## src/rtl/p8cv_pkg.sv

```systemverilog
`timescale 1ns/1ps
package p8cv_pkg;
  localparam int PW        = 8;            // posit word width
  localparam int BODY_W    = PW - 1;       // bits after the sign
  localparam int FX_W      = 8;            // binary32 exponent width
  localparam int FM_W      = 23;           // binary32 mantissa width
  localparam int FBIAS     = 127;
  localparam logic [PW-1:0] P8_NAR   = 8'h80;
  localparam logic [31:0]   F32_QNAN = 32'h7FC0_0000;
  localparam logic [FX_W-1:0] FX_SPECIAL = 8'hFF;
endpackage

```

## src/rtl/p8cv_run.sv

```systemverilog
`timescale 1ns/1ps
// Length of the run of bits equal to the MSB, counted from the MSB.
module p8cv_run #(
  parameter int W  = 7,
  parameter int CW = $clog2(W + 1)
) (
  input  logic [W-1:0]  bits_i,
  output logic [CW-1:0] run_o
);
  always_comb begin
    logic stop;
    stop  = 1'b0;
    run_o = CW'(1);
    for (int i = W - 2; i >= 0; i--) begin
      if (!stop && (bits_i[i] == bits_i[W-1])) run_o = run_o + CW'(1);
      else stop = 1'b1;
    end
  end
endmodule

```

## src/rtl/p8cv_dec.sv

```systemverilog
`timescale 1ns/1ps
module p8cv_dec
  import p8cv_pkg::*;
#(
  parameter int ES = 2
) (
  input  logic          clk,
  input  logic          rst,
  input  logic          vld_i,
  input  logic [PW-1:0] code_i,
  output logic          vld_o,
  output logic [31:0]   f32_o
);
  localparam int USTEP     = 1 << ES;
  localparam int SCALE_MAX = (PW - 2) * USTEP;
  localparam int RW        = $clog2(BODY_W + 1);

  logic              sgn;
  logic [BODY_W-1:0] body;
  logic [RW-1:0]     run;
  logic [BODY_W-1:0] tail;
  logic [ES-1:0]     ex;
  logic [BODY_W-1:0] frac;
  logic [31:0]       nxt;

  assign sgn  = code_i[PW-1];
  // negative codes are the two's complement of their magnitude
  assign body = sgn ? BODY_W'(8'd0 - code_i) : code_i[BODY_W-1:0];

  p8cv_run #(.W(BODY_W), .CW(RW)) u_run (
    .bits_i (body),
    .run_o  (run)
  );

  always_comb begin
    int k;
    int scale;
    if (body[BODY_W-1]) k = int'(run) - 1;
    else                k = -int'(run);
    // drop regime plus terminator; cut exponent bits fill as zero
    tail  = body << ({1'b0, run} + (RW+1)'(1));
    ex    = tail[BODY_W-1 -: ES];
    frac  = tail << ES;
    scale = k * USTEP + int'(ex);
    if (code_i == 8'h00)       nxt = 32'h0;
    else if (code_i == P8_NAR) nxt = F32_QNAN;
    else nxt = {sgn, FX_W'(scale + FBIAS), frac, {(FM_W-BODY_W){1'b0}}};
  end

  always_ff @(posedge clk) begin
    if (rst) begin
      vld_o <= 1'b0;
      f32_o <= '0;
    end else begin
      vld_o <= vld_i;
      if (vld_i) f32_o <= nxt;
    end
  end

  p_vld_follow_r1: assert property (@(posedge clk) disable iff (rst)
    vld_i |=> vld_o);
  p_vld_idle_r1: assert property (@(posedge clk) disable iff (rst)
    !vld_i |=> !vld_o);
  p_hold_r1: assert property (@(posedge clk) disable iff (rst)
    !vld_i |=> $stable(f32_o));
  p_zero_r3: assert property (@(posedge clk) disable iff (rst)
    (vld_i && code_i == 8'h00) |=> (f32_o == 32'h0));
  p_nar_r3: assert property (@(posedge clk) disable iff (rst)
    (vld_i && code_i == P8_NAR) |=> (f32_o == F32_QNAN));
  p_sign_r4: assert property (@(posedge clk) disable iff (rst)
    (vld_i && code_i[BODY_W-1:0] != '0) |=> (f32_o[31] == $past(code_i[PW-1])));
  p_range_r9: assert property (@(posedge clk) disable iff (rst)
    (vld_i && code_i[BODY_W-1:0] != '0) |=>
      (f32_o[30:23] >= FX_W'(FBIAS - SCALE_MAX)) && (f32_o[30:23] <= FX_W'(FBIAS + SCALE_MAX)));
endmodule

```

## src/rtl/p8cv_enc.sv

```systemverilog
`timescale 1ns/1ps
module p8cv_enc
  import p8cv_pkg::*;
#(
  parameter int ES = 2
) (
  input  logic          clk,
  input  logic          rst,
  input  logic          vld_i,
  input  logic [31:0]   f32_i,
  output logic          vld_o,
  output logic [PW-1:0] p8_o
);
  localparam int USTEP     = 1 << ES;
  localparam int SCALE_MAX = (PW - 2) * USTEP;
  localparam int WV        = 40;            // staging width: regime + ES + mantissa + slack
  localparam int PAD       = WV - ES - FM_W;

  logic              sgn;
  logic [FX_W-1:0]   fexp;
  logic [FM_W-1:0]   fman;
  logic              is_spec, is_zero, is_sub;
  logic [ES-1:0]     eb;
  logic [WV-1:0]     regv, bodyv, v;
  logic [BODY_W-1:0] p7;
  logic              grd, stk;
  logic [PW-1:0]     rnd, mag, nxt;

  assign sgn     = f32_i[31];
  assign fexp    = f32_i[30:23];
  assign fman    = f32_i[22:0];
  assign is_spec = (fexp == FX_SPECIAL);
  assign is_zero = (fexp == '0) && (fman == '0);
  assign is_sub  = (fexp == '0) && (fman != '0);

  always_comb begin
    int scale;
    int k;
    int rlen;
    scale = int'(fexp) - FBIAS;
    k     = scale >>> ES;
    eb    = scale[ES-1:0];
    rlen  = (k >= 0) ? k + 2 : 1 - k;
    if (k >= 0) regv = ~({WV{1'b1}} >> (rlen - 1));
    else        regv = {1'b1, {(WV-1){1'b0}}} >> (rlen - 1);
    bodyv = {eb, fman, {PAD{1'b0}}} >> rlen;
    v     = regv | bodyv;
    p7    = v[WV-1 -: BODY_W];
    grd   = v[WV-1-BODY_W];
    stk   = |v[WV-2-BODY_W:0];
    rnd   = {1'b0, p7} + {{BODY_W{1'b0}}, grd & (stk | p7[0])};
    if (is_sub || scale < -SCALE_MAX) mag = 8'h01;
    else if (scale >= SCALE_MAX)      mag = 8'h7F;
    else                              mag = rnd;
    if (is_spec)      nxt = P8_NAR;
    else if (is_zero) nxt = 8'h00;
    else              nxt = sgn ? (8'd0 - mag) : mag;
  end

  always_ff @(posedge clk) begin
    if (rst) begin
      vld_o <= 1'b0;
      p8_o  <= '0;
    end else begin
      vld_o <= vld_i;
      if (vld_i) p8_o <= nxt;
    end
  end

  p_vld_follow_r1: assert property (@(posedge clk) disable iff (rst)
    vld_i |=> vld_o);
  p_vld_idle_r1: assert property (@(posedge clk) disable iff (rst)
    !vld_i |=> !vld_o);
  p_hold_r1: assert property (@(posedge clk) disable iff (rst)
    !vld_i |=> $stable(p8_o));
  p_special_r7: assert property (@(posedge clk) disable iff (rst)
    (vld_i && f32_i[30:23] == FX_SPECIAL) |=> (p8_o == P8_NAR));
  p_zero_r7: assert property (@(posedge clk) disable iff (rst)
    (vld_i && f32_i[30:0] == '0) |=> (p8_o == 8'h00));
  p_no_collapse_r6: assert property (@(posedge clk) disable iff (rst)
    (vld_i && f32_i[30:23] != FX_SPECIAL && f32_i[30:0] != '0) |=>
      (p8_o != 8'h00) && (p8_o != P8_NAR));
  p_sign_r6: assert property (@(posedge clk) disable iff (rst)
    (vld_i && f32_i[30:23] != FX_SPECIAL && f32_i[30:0] != '0) |=>
      (p8_o[PW-1] == $past(f32_i[31])));
endmodule

```

## src/rtl/posit8_fp32_bridge.sv

```systemverilog
`timescale 1ns/1ps
module posit8_fp32_bridge
  import p8cv_pkg::*;
#(
  parameter int ES = 2
) (
  input  logic          clk,
  input  logic          rst,
  input  logic          enc_vld_i,
  input  logic [31:0]   enc_f32_i,
  output logic          enc_vld_o,
  output logic [PW-1:0] enc_p8_o,
  input  logic          dec_vld_i,
  input  logic [PW-1:0] dec_p8_i,
  output logic          dec_vld_o,
  output logic [31:0]   dec_f32_o
);
  p8cv_enc #(.ES(ES)) u_enc (
    .clk   (clk),
    .rst   (rst),
    .vld_i (enc_vld_i),
    .f32_i (enc_f32_i),
    .vld_o (enc_vld_o),
    .p8_o  (enc_p8_o)
  );

  p8cv_dec #(.ES(ES)) u_dec (
    .clk    (clk),
    .rst    (rst),
    .vld_i  (dec_vld_i),
    .code_i (dec_p8_i),
    .vld_o  (dec_vld_o),
    .f32_o  (dec_f32_o)
  );
endmodule

```

## config.mk

```make
export PLATFORM = sky130hd
export DESIGN_NAME = posit8_fp32_bridge
export DESIGN_NICKNAME = d
export VERILOG_FILES = /design/src/rtl/p8cv_pkg.sv /design/src/rtl/p8cv_run.sv /design/src/rtl/p8cv_dec.sv /design/src/rtl/p8cv_enc.sv /design/src/rtl/posit8_fp32_bridge.sv
export SDC_FILE = /design/constraint.sdc
export NUM_CORES = 1
export LEC_CHECK = 0
export BUFFER_PORTS_ARGS = -buffer_cell sky130_fd_sc_hd__clkbuf_2
export CAP_MARGIN = 20
export CORE_MARGIN = 5
export CORE_UTILIZATION = 54
export CTS_BUF_LIST = sky130_fd_sc_hd__clkbuf_16
export DETAILED_ROUTE_END_ITERATION = 12
export PLACE_DENSITY = 0.79
export SYNTH_ARGS = -nofsm -noshare
export SYNTH_HDL_FRONTEND = slang
export SYNTH_SLANG_ARGS = --single-unit
```

## constraint.sdc

```tcl
create_clock -name clk -period 6.9 [get_ports clk]
set_clock_uncertainty 0.1 [all_clocks]
set_input_delay 1.035 -clock clk [delete_from_list [all_inputs] [get_ports clk]]
set_output_delay 1.035 -clock clk [all_outputs]
set_load 0.01 [all_outputs]
```

== After elaboration in Yosys (flattened, before gate mapping) ==
Index checks and enable logic that the tools add are counted.

* Flip-flop bits (word level): 42
* Output and inout port bits: 42
* Memories kept: 0
* Latch bits: 0
* Logic and storage cells: 79
* Memory bits (read-only): 0
* Memory bits (writable): 0

* Equality and inequality tests: 8
* Bitwise operators: 4
* Reduce and logical (&&, ||, !) cells: 17
* Shift operators: 4
* Multiply operators: 0
* Add/sub/neg operators: 17
* Div/mod/pow operators: 0
* Magnitude comparators: 3
* Muxes and demuxes: 22

{| class="wikitable"
|+ Operators with widths
! operator !! number
|-
| $mux W32 || 3
|-
| $shr A40 B32 Y40 const A || 2
|-
| $mux W40 || 1
|-
| $mux W8 || 5
|-
| $not A40 Y40 || 1
|-
| $or A40 B40 Y40 || 1
|-
| $shr A40 B32 Y40 || 1
|-
| $reduce_or A32 Y1 || 1
|-
| $sub A32 B2 Y32 const B || 1
|-
| $logic_not A23 Y1 || 1
|-
| $reduce_bool A23 Y1 || 1
|-
| $eq A8 B8 Y1 const B || 2
|-
| $logic_not A8 Y1 || 2
|-
| $mux W3 || 5
|-
| $add A3 B1 Y3 const B || 4
|-
| $ge A9 B6 Y1 const B || 1
|-
| $lt A9 B6 Y1 const B || 1
|-
| $sub A8 B7 Y9 const B || 1
|-
| $add A7 B1 Y8 || 1
|-
| $add A7 B3 Y8 const B || 1
|-
| $add A8 B3 Y8 || 1
|-
| $add A8 B8 Y8 const B || 1
|-
| $sub A1 B8 Y8 const A || 1
|-
| $sub A2 B7 Y8 const A || 1
|-
| other kinds (17) || 35
|}

== Longest topological paths before layout ==
Gate-level depths: netlist of run 1.

* Depth in word-level cells: 23
* Depth in mapped cells: 29
* Mapped depth without buffers: 27

== Cells and area by module ==
A second synthesis of run 1 with hierarchy kept.

* Cell total of the unflattened synthesis: 860
* Area, all modules: 6,112.1 um^2

{| class="wikitable"
|+ By module, submodules not included
! module !! cells an instance !! instances !! sequential area each (um^2) !! area each (um^2)
|-
| p8cv_enc || 618 || 1 || 180.2 || 4,321.6
|-
| p8cv_dec || 219 || 1 || 300.3 || 1,612.8
|-
| p8cv_run || 23 || 1 || 0.0 || 177.7
|}

== Worst setup path before layout of run 1 ==
OpenSTA, ideal clock, no wires.

* Kind: in2reg
* From: in enc_f32_i[23]
* To: reg u_enc.p8_o[6]
* Path buffers: 2
* Stages: 29
* Data arrival time: 6,651 ps
* Path slack: 32 ps
* Data required time: 6,683 ps
* Path through: ha_1 buf_2 nand3_1 xnor2_1 ha_1 nand2_1 o21ai_0 o21ai_0 nand2_1 a2111o_1 clkbuf_1 or2_2 ha_1 nor4_1 nand4_1 nor3_1 o21ai_0 mux2i_1 a31oi_1 a211oi_1 nor2_1 ha_1 nand2b_1 nand2_1 ha_1 o311ai_1 o41ai_2 xnor2_1 o21ai_1

* Cells in the longest elaborated chain, start to end: 18

{| class="wikitable"
|+ Ends and longest elaborated chain
! item !! RTL line !! text
|-
| start: declaration || posit8_fp32_bridge.sv:10 || <nowiki>input logic [31:0] enc_f32_i,</nowiki>
|-
| $sub A8 B7 Y9 || p8cv_enc.sv:40 || <nowiki>scale = int'(fexp) - FBIAS;</nowiki>
|-
| $sub A2 B7 Y8 (tied with other cells) || p8cv_enc.sv:43 || <nowiki>rlen = (k >= 0) ? k + 2 : 1 - k;</nowiki>
|-
| $mux W32 || p8cv_enc.sv:43 ||
|-
| $sub A32 B2 Y32 || p8cv_enc.sv:44, p8cv_enc.sv:45 ||
|-
| $shr A40 B32 Y40 || p8cv_enc.sv:44 || <nowiki>if (k >= 0) regv = ~({WV{1'b1}} >> (rlen - 1));</nowiki>
|-
| $not A40 Y40 || p8cv_enc.sv:44 ||
|-
| $mux W40 || p8cv_enc.sv:44 ||
|-
| $or A40 B40 Y40 || p8cv_enc.sv:47 || <nowiki>v = regv | bodyv;</nowiki>
|-
| [2 not listed] || -- ||
|-
| $and A1 B1 Y1 || p8cv_enc.sv:51 || <nowiki>rnd = {1'b0, p7} + {{BODY_W{1'b0}}, grd & (stk | p7[0])};</nowiki>
|-
| $add A7 B1 Y8 || p8cv_enc.sv:51 ||
|-
| $mux W8 || p8cv_enc.sv:53 || <nowiki>else if (scale >= SCALE_MAX) mag = 8'h7F;</nowiki>
|-
| $mux W8 || p8cv_enc.sv:52 || <nowiki>if (is_sub || scale < -SCALE_MAX) mag = 8'h01;</nowiki>
|-
| $sub A1 B8 Y8 || p8cv_enc.sv:57 || <nowiki>else nxt = sgn ? (8'd0 - mag) : mag;</nowiki>
|-
| $mux W8 || p8cv_enc.sv:57 ||
|-
| $mux W8 || p8cv_enc.sv:56 || <nowiki>else if (is_zero) nxt = 8'h00;</nowiki>
|-
| $mux W8 (*) || p8cv_enc.sv:55 || <nowiki>if (is_spec) nxt = P8_NAR;</nowiki>
|-
| end signal: assignment || p8cv_enc.sv:66 || <nowiki>if (vld_i) p8_o <= nxt;</nowiki>
|-
| end: declaration || p8cv_enc.sv:12 || <nowiki>output logic [PW-1:0] p8_o</nowiki>
|}

Every way passes the cells marked *; elsewhere a longest branch is shown, timed or not.
A chain may end at the register's enable or synchronous reset.

== Worst setup path in the final report of run 1 ==
Same ends and word-level chain as after synthesis.

==> flow_summary.toml, run 1 <==
[yosys]
synth_top_area_share_pct = 9.16
synth_top_family_by_area = "simple AND/OR/NAND/NOR gates"
synth_xor_area_share_pct = 5.66
synth_commonest_cells = "nand2_1, nor2_1, mux2i_1"
ys_types = 92
yosys-top-cells-area = "mux2i_1, dfxtp_1, nand2_1"
syn_area_per_cell_um2 = 7.05
ys.warnings.count = 0
synthCells = 822
synth_top_cell_by_area = "mux2i_1"
synth_fa_ha_area_share_pct = 4.32
syn-cell-area_mm2 = 0.00579
muxShareOfSynthArea_pct = 13.2
synth-compound-area-share_pct = 27.4
ys_ff_latch = 24
ys.flop_type = "dfxtp_1"
synthArstFlopShare_pct = 0
synth.most_common_cell = "nand2_1"
synth-simple-area-share_pct = 33.0
synth_edf_count = 0
synth-seq-area-share_pct = 8.29

[worst_hold_path]
min_to = "u_enc.p8_o[4]"
hold_depth = 2
hold_class = "flop to flop"
hold_start = "u_enc.p8_o[4]"

[grt]
grt_pass1_vias = 5799
grt_overflow_total = 0
track_usage_pct = 25.0
antenna_found_initial = 0
grt_start_max_net_pins = 81
grt_pass1_wl_mm = 27.9

[clock_tree]
numCtsBuffers = 3
cts_buffer_depth = 2
clk_transition_reported_paths_ns = 0.06
ctsHoldBuffers = 0
cts_root_buf = "clkbuf_16"
cts_sinks = 24
tritoncts = "yes"
htreeDepth = 1
clock_latency_ns = 0.25

[critical_path]
path_delay_family = "simple AND/OR/NAND/NOR gates"
start_kind = "input port"
crit_buf_inv = 2
ff2ff_setup_slack_ns = 5.91
r2r_end = "u_enc.p8_o[7]"
endpoint_kind = "flop"
crit_path_max_fanout = 8
r2r_cells = 3
critPathArrivalTime_ns = 6.47
cp.required_ns = 6.94
crit_slowest_cell = "o41ai_2"
crit_type = "input port to flop"
reg2reg_from = "u_enc.p8_o[7]"
crit_path_max_incr_delay_ns = 0.32

[die]
coreArea_mm2 = 0.0104
start_util_pct = 55.6
io_pins = 86
fp-row-count = 37
die_area_mm2 = 0.0129
die_x_um = 114
die_h_um = 114

[timing]
period_needed_ns = 6.43
setup_violations = 0
slew_headroom_pct = 40.7
tightest_slew_ns = 0.890
finalHoldViolCount = 0
fmax_mhz = 156
slew_violations = 0
final_min_period_over_clock_period_pct = 93.2

[pwr]
power_mw = 0.997
peakVddDrop_mv = 0.174
p_per_area_mw_per_mm2 = 158
leakage_nw = 2.43

[routing]
ant_nets = 0
first_pass_iters = 5
wl_per_cell_um = 16.7
routed_wl_mm = 16.7
viasPerCell = 6.60
drc = 0
drt_iter0_markers = 719
vias = 6586

[finish]
nets = 927
stdcell_count = 998
antenna_cells = 0
post_route_cells_drive_above_1_share_pct = 17.6
fillers = 972
areaGrowthSynthToFinish_pct = 9.24

[placed_design]
dpl.hpwl_mm = 12.8
place_congestion = 0.987
placedCellCount = 991
port_buffers = 67

[flow_run]
cap_violations = 0

[status]
status = "complete, no violations"
worst min-delay path: cells and delay by family, from the launching register on:
| kind | cells | cell delay (ns) |
|---|---|---|
| DFF | 1 | 0.31 |
| AOI/OAI and AO/OA | 1 | 0.05 |
| and+or+nand+nor | 1 | 0.05 |
report_power, final:
group          switching [mW]  total [mW]  leakage [nW]  internal (mW)
Combinational           0.403       0.667          2.18          0.264
Sequential            0.00999       0.168         0.198          0.158
Clock                  0.0474       0.163        0.0511          0.115
Total                   0.460       0.997          2.43          0.537
routing by layer:
layer	share of wire [%]	global-route usage (%)	up-vias
met5	0	0	-
met4	3.0	7.29	0
met3	8.3	3.66	56
met2	45	39.6	344
met1	43	35.0	3018
li1	-	-	3168
cell usage in the layout, fill, tap and decap left out, drive strengths merged, types with 11 or more instances in the layout:
cell type / instances
inv: 17
buf: 24
a22oi: 20
mux2i: 56
nand2: 73
nor2: 70
a211oi: 11
o21ai: 52
or2: 14
clkbuf: 70
xnor2: 22
nand2b: 15
nand3: 31
or3: 32
nand4b: 14
nor3: 27
dfxtp: 24
conb: 26
nand4: 28
ha: 20
nor2b: 15
a21oi: 41
stage by stage:
| stage | hold slack, ns | setup TNS [ns] | area (um2) | worst slack, ns | utilization [%] |
|---|---|---|---|---|---|
| 2_1_floorplan | 0.370 | 0 | 5880 | 0.0316 | - |
| 3_3_place_gp | 0.335 | 0 | 6170 | 0.390 | 59.3 |
| 3_5_place_dp | 0.346 | 0 | 6170 | 0.0534 | 59.3 |
| 4_1_cts | 0.355 | 0 | 6280 | 0.200 | 60.3 |
| 5_1_grt | 0.384 | -0.0288 | 6330 | -0.0288 | 60.8 |
| 6_report | 0.358 | 0 | 6330 | 0.472 | 60.8 |
worst max path at each step:
stage	slack (ns)	depth (start not counted)	to	start
floorplan	0.03	29	u_enc.p8_o[6]	enc_f32_i[23]
global placement	0.39	29	u_enc.p8_o[6]	enc_f32_i[23]
detailed placement	0.05	29	u_enc.p8_o[6]	enc_f32_i[23]
CTS	0.20	29	u_enc.p8_o[6]	enc_f32_i[23]
finish	0.47	29	u_enc.p8_o[6]	enc_f32_i[23]
global route	-0.03	29	u_enc.p8_o[6]	enc_f32_i[23]
registers in the layout, indices dropped and copies added (netlist names):
signal / cells
u_dec.vld_o: 1
u_dec.f32_o: 14
u_enc.vld_o: 1
u_enc.p8_o: 8
cell families (layout without fill, tap and decap cells):
logic type      count (synthesis)  in the layout
compound gates                221            221
xor+xnor                       32             32
fa+ha+maj                      20             20
buf+inv                        97            113
flops                          24             24
mux                            67             67
other cells                     2             26
simple gates                  359            359
area by class of cell:
type	instances	area [um2]	area share (%)
sequential	24	480	7.59
tap	136	170	2.69
clock buffer	3	75.1	1.19
multi-input combinational	725	4990	78.8
inverter	18	67.6	1.07
clock inverter	1	30.0	0.474
timing repair buffer	91	515	8.14
what timing repair did:
action                                  in CTS  in global routing
gates resized for setup                      0                  6
buffers inserted                             0                  3
endpoints found under the setup margin       0                  6
Note: power is estimated with default switching activity, not from simulation.
==> inputs of run 2 (changes only) <==
CELL_PAD_IN_SITES_DETAIL_PLACEMENT = 1   (was not set)
CELL_PAD_IN_SITES_GLOBAL_PLACEMENT = 2   (was not set)
CORE_UTILIZATION = 30   (was 54)
PLACE_DENSITY = not set   (was 0.79)
PLACE_DENSITY_LB_ADDON = 0.1   (was not set)
==> flow_summary.toml, run 2 (same netlist as run 1, synthesis figures left out) <==
[grt]
track_usage_pct = 19.3
grt_pass1_vias = 6537
grt_pass1_wl_mm = 35.7
antenna_found_initial = 0
grt_start_max_net_pins = 81
grt_overflow_total = 0

[die]
fp-row-count = 50
die_h_um = 149
io_pins = 86
die_x_um = 149
coreArea_mm2 = 0.0188
start_util_pct = 30.8
die_area_mm2 = 0.0222

[placed_design]
place_congestion = 0.867
dpl.hpwl_mm = 17.4
port_buffers = 67
placed_cell_area_mm2 = 0.00634

[critical_path]
endpoint_kind = "flop"
ff2ff_setup_slack_ns = 5.96
r2r_cells = 3
critPathArrivalTime_ns = 6.58
cp.required_ns = 6.95
r2r_end = "u_enc.p8_o[7]"
reg2reg_from = "u_enc.p8_o[7]"
start_kind = "input port"
crit_path_max_fanout = 8
crit_type = "input port to flop"

[pwr]
power_mw = 0.994
power_frac_seq_pct = 17.0
comb_power_share_pct = 70.4
power.switching_mw = 0.494
clkPwrFrac_pct = 12.6
intPower_mw = 0.500
sw_frac_of_total_pct = 49.7
peakVddDrop_mv = 0.0939
p_per_area_mw_per_mm2 = 154
leakage_nw = 2.42

[timing]
setup_violations = 0
finalHoldViolCount = 0
final_min_period_over_clock_period_pct = 94.7
tns_ns = 0
fmax_mhz = 153
rsz0062_at_grt = "false"
slew_violations = 0
hold_slack_ns = 0.360
slew_headroom_pct = 36.4
period_needed_ns = 6.54
tightest_slew_ns = 0.954

[clock_tree]
clk_transition_reported_paths_ns = 0.06
cts_buffer_depth = 2
cts_sinks = 24
numCtsBuffers = 3
tritoncts = "yes"
clock_latency_ns = 0.26
ctsHoldBuffers = 0
htreeDepth = 1
cts_root_buf = "clkbuf_16"

[finish]
final_cell_mix = "nand2_1, nor2_1, clkbuf_2"
seq_area_um2 = 480
nets = 928
stdcell_area_mm2 = 0.00645
areaGrowthSynthToFinish_pct = 11.4
post_route_cells_drive_above_1_share_pct = 17.6
fillers = 2381
multi_input_area_mm2 = 0.00498
fin_util_pct = 34.3
regMostFlops = "u_dec.f32_o"
largest_reg_flops = 14
layout_commonest_cell = "nand2_1"
top_regs = "u_dec.f32_o: 14 flops, u_enc.p8_o: 8 flops"

[routing]
drt_iter0_markers = 364
drc = 0
viasPerCell = 5.83
routed_wl_mm = 22.2
ant_nets = 0
wl_per_cell_um = 19.7
vias = 6542
first_pass_iters = 4

[worst_hold_path]
hold_depth = 2
hold_start = "u_enc.p8_o[6]"
hold_class = "flop to flop"
min_to = "u_enc.p8_o[6]"

[status]
status = "complete, no violations"

[flow_run]
cap_violations = 0
-- run 2: changes by cell type in the layout (fill, tap and decap cells not counted) --
cell       change
buf_4          +1
bufinv_16      -1
diode_2        +1
ha_2           +1
ha_4           -1
o21ai_0        +1
o21ai_1        -1
-- run 2: worst max path at each step --
stage          slack, ns  depth (start not counted)          start            end
2_1_floorplan       0.03                         29  enc_f32_i[23]  u_enc.p8_o[6]
3_3_place_gp        0.27                         29  enc_f32_i[23]  u_enc.p8_o[6]
3_5_place_dp       -0.03                         29  enc_f32_i[23]  u_enc.p8_o[6]
4_1_cts             0.20                         29  enc_f32_i[23]  u_enc.p8_o[6]
5_1_grt            0.007                         29  enc_f32_i[23]  u_enc.p8_o[6]
6_report            0.36                         26  enc_f32_i[23]  u_enc.p8_o[6]
-- run 2: layout make-up --
class,instances,area share (%)
antenna,1,0.0388
inverter,18,1.05
timing repair buffer,92,8.10
sequential,24,7.44
tap,260,5.04
multi-input combinational,725,77.2
clock buffer,3,1.16
-- run 2: metrics by stage --
step / setup WS [ns] / instances
2_1_floorplan: 0.0316 / 846
3_3_place_gp: 0.274 / 1116
3_5_place_dp: -0.0347 / 1116
4_1_cts: 0.201 / 1119
5_1_grt: 0.00730 / 1122
6_report: 0.364 / 1123
-- run 2: critical path, cell delays in order --
cell and delay (ns):
clkbuf_2 0.21, ha_4 0.23, nand3_1 0.13, xnor2_2 0.23
ha_2 0.28, nand2_1 0.09, o21ai_0 0.22, o21ai_0 0.14
nand2_1 0.15, a2111o_1 0.29, or2_2 0.16, ha_1 0.22
nor4_1 0.30, nand4_1 0.13, nor3_1 0.20, buf_4 0.19
nand4_1 0.15, a2111oi_0 0.53, o22ai_1 0.18, a21oi_2 0.27
a21oi_1 0.13, a31oi_1 0.32, o21ai_2 0.15, o41ai_2 0.40
xnor2_1 0.16, o21ai_1 0.08
-- run 2: power by group through the flow --
| stage | Clock (mW) | Sequential [mW] | Combinational (mW) |
|---|---|---|---|
| floorplan | 0 | 0.179 | 0.487 |
| global placement | 0 | 0.171 | 0.684 |
| detailed placement | 0 | 0.172 | 0.689 |
| CTS | 0.130 | 0.169 | 0.693 |
| global route | 0.137 | 0.171 | 0.772 |
| finish | 0.125 | 0.168 | 0.700 |
-- run 2: per-layer routing --
layer,routed length [um],track usage [%],vias to the layer above
li1,-,-,3164
met1,10900,28.1,3228
met2,10000,31.6,132
met3,896,2.01,18
met4,290,2.43,0
met5,0,0,-
-- run 2: what timing repair did --
| item | 4_1_cts | 5_1_grt |
|---|---|---|
| buffers inserted | 0 | 3 |
| gates resized for setup | 0 | 4 |
| setup endpoints to repair | 0 | 6 |
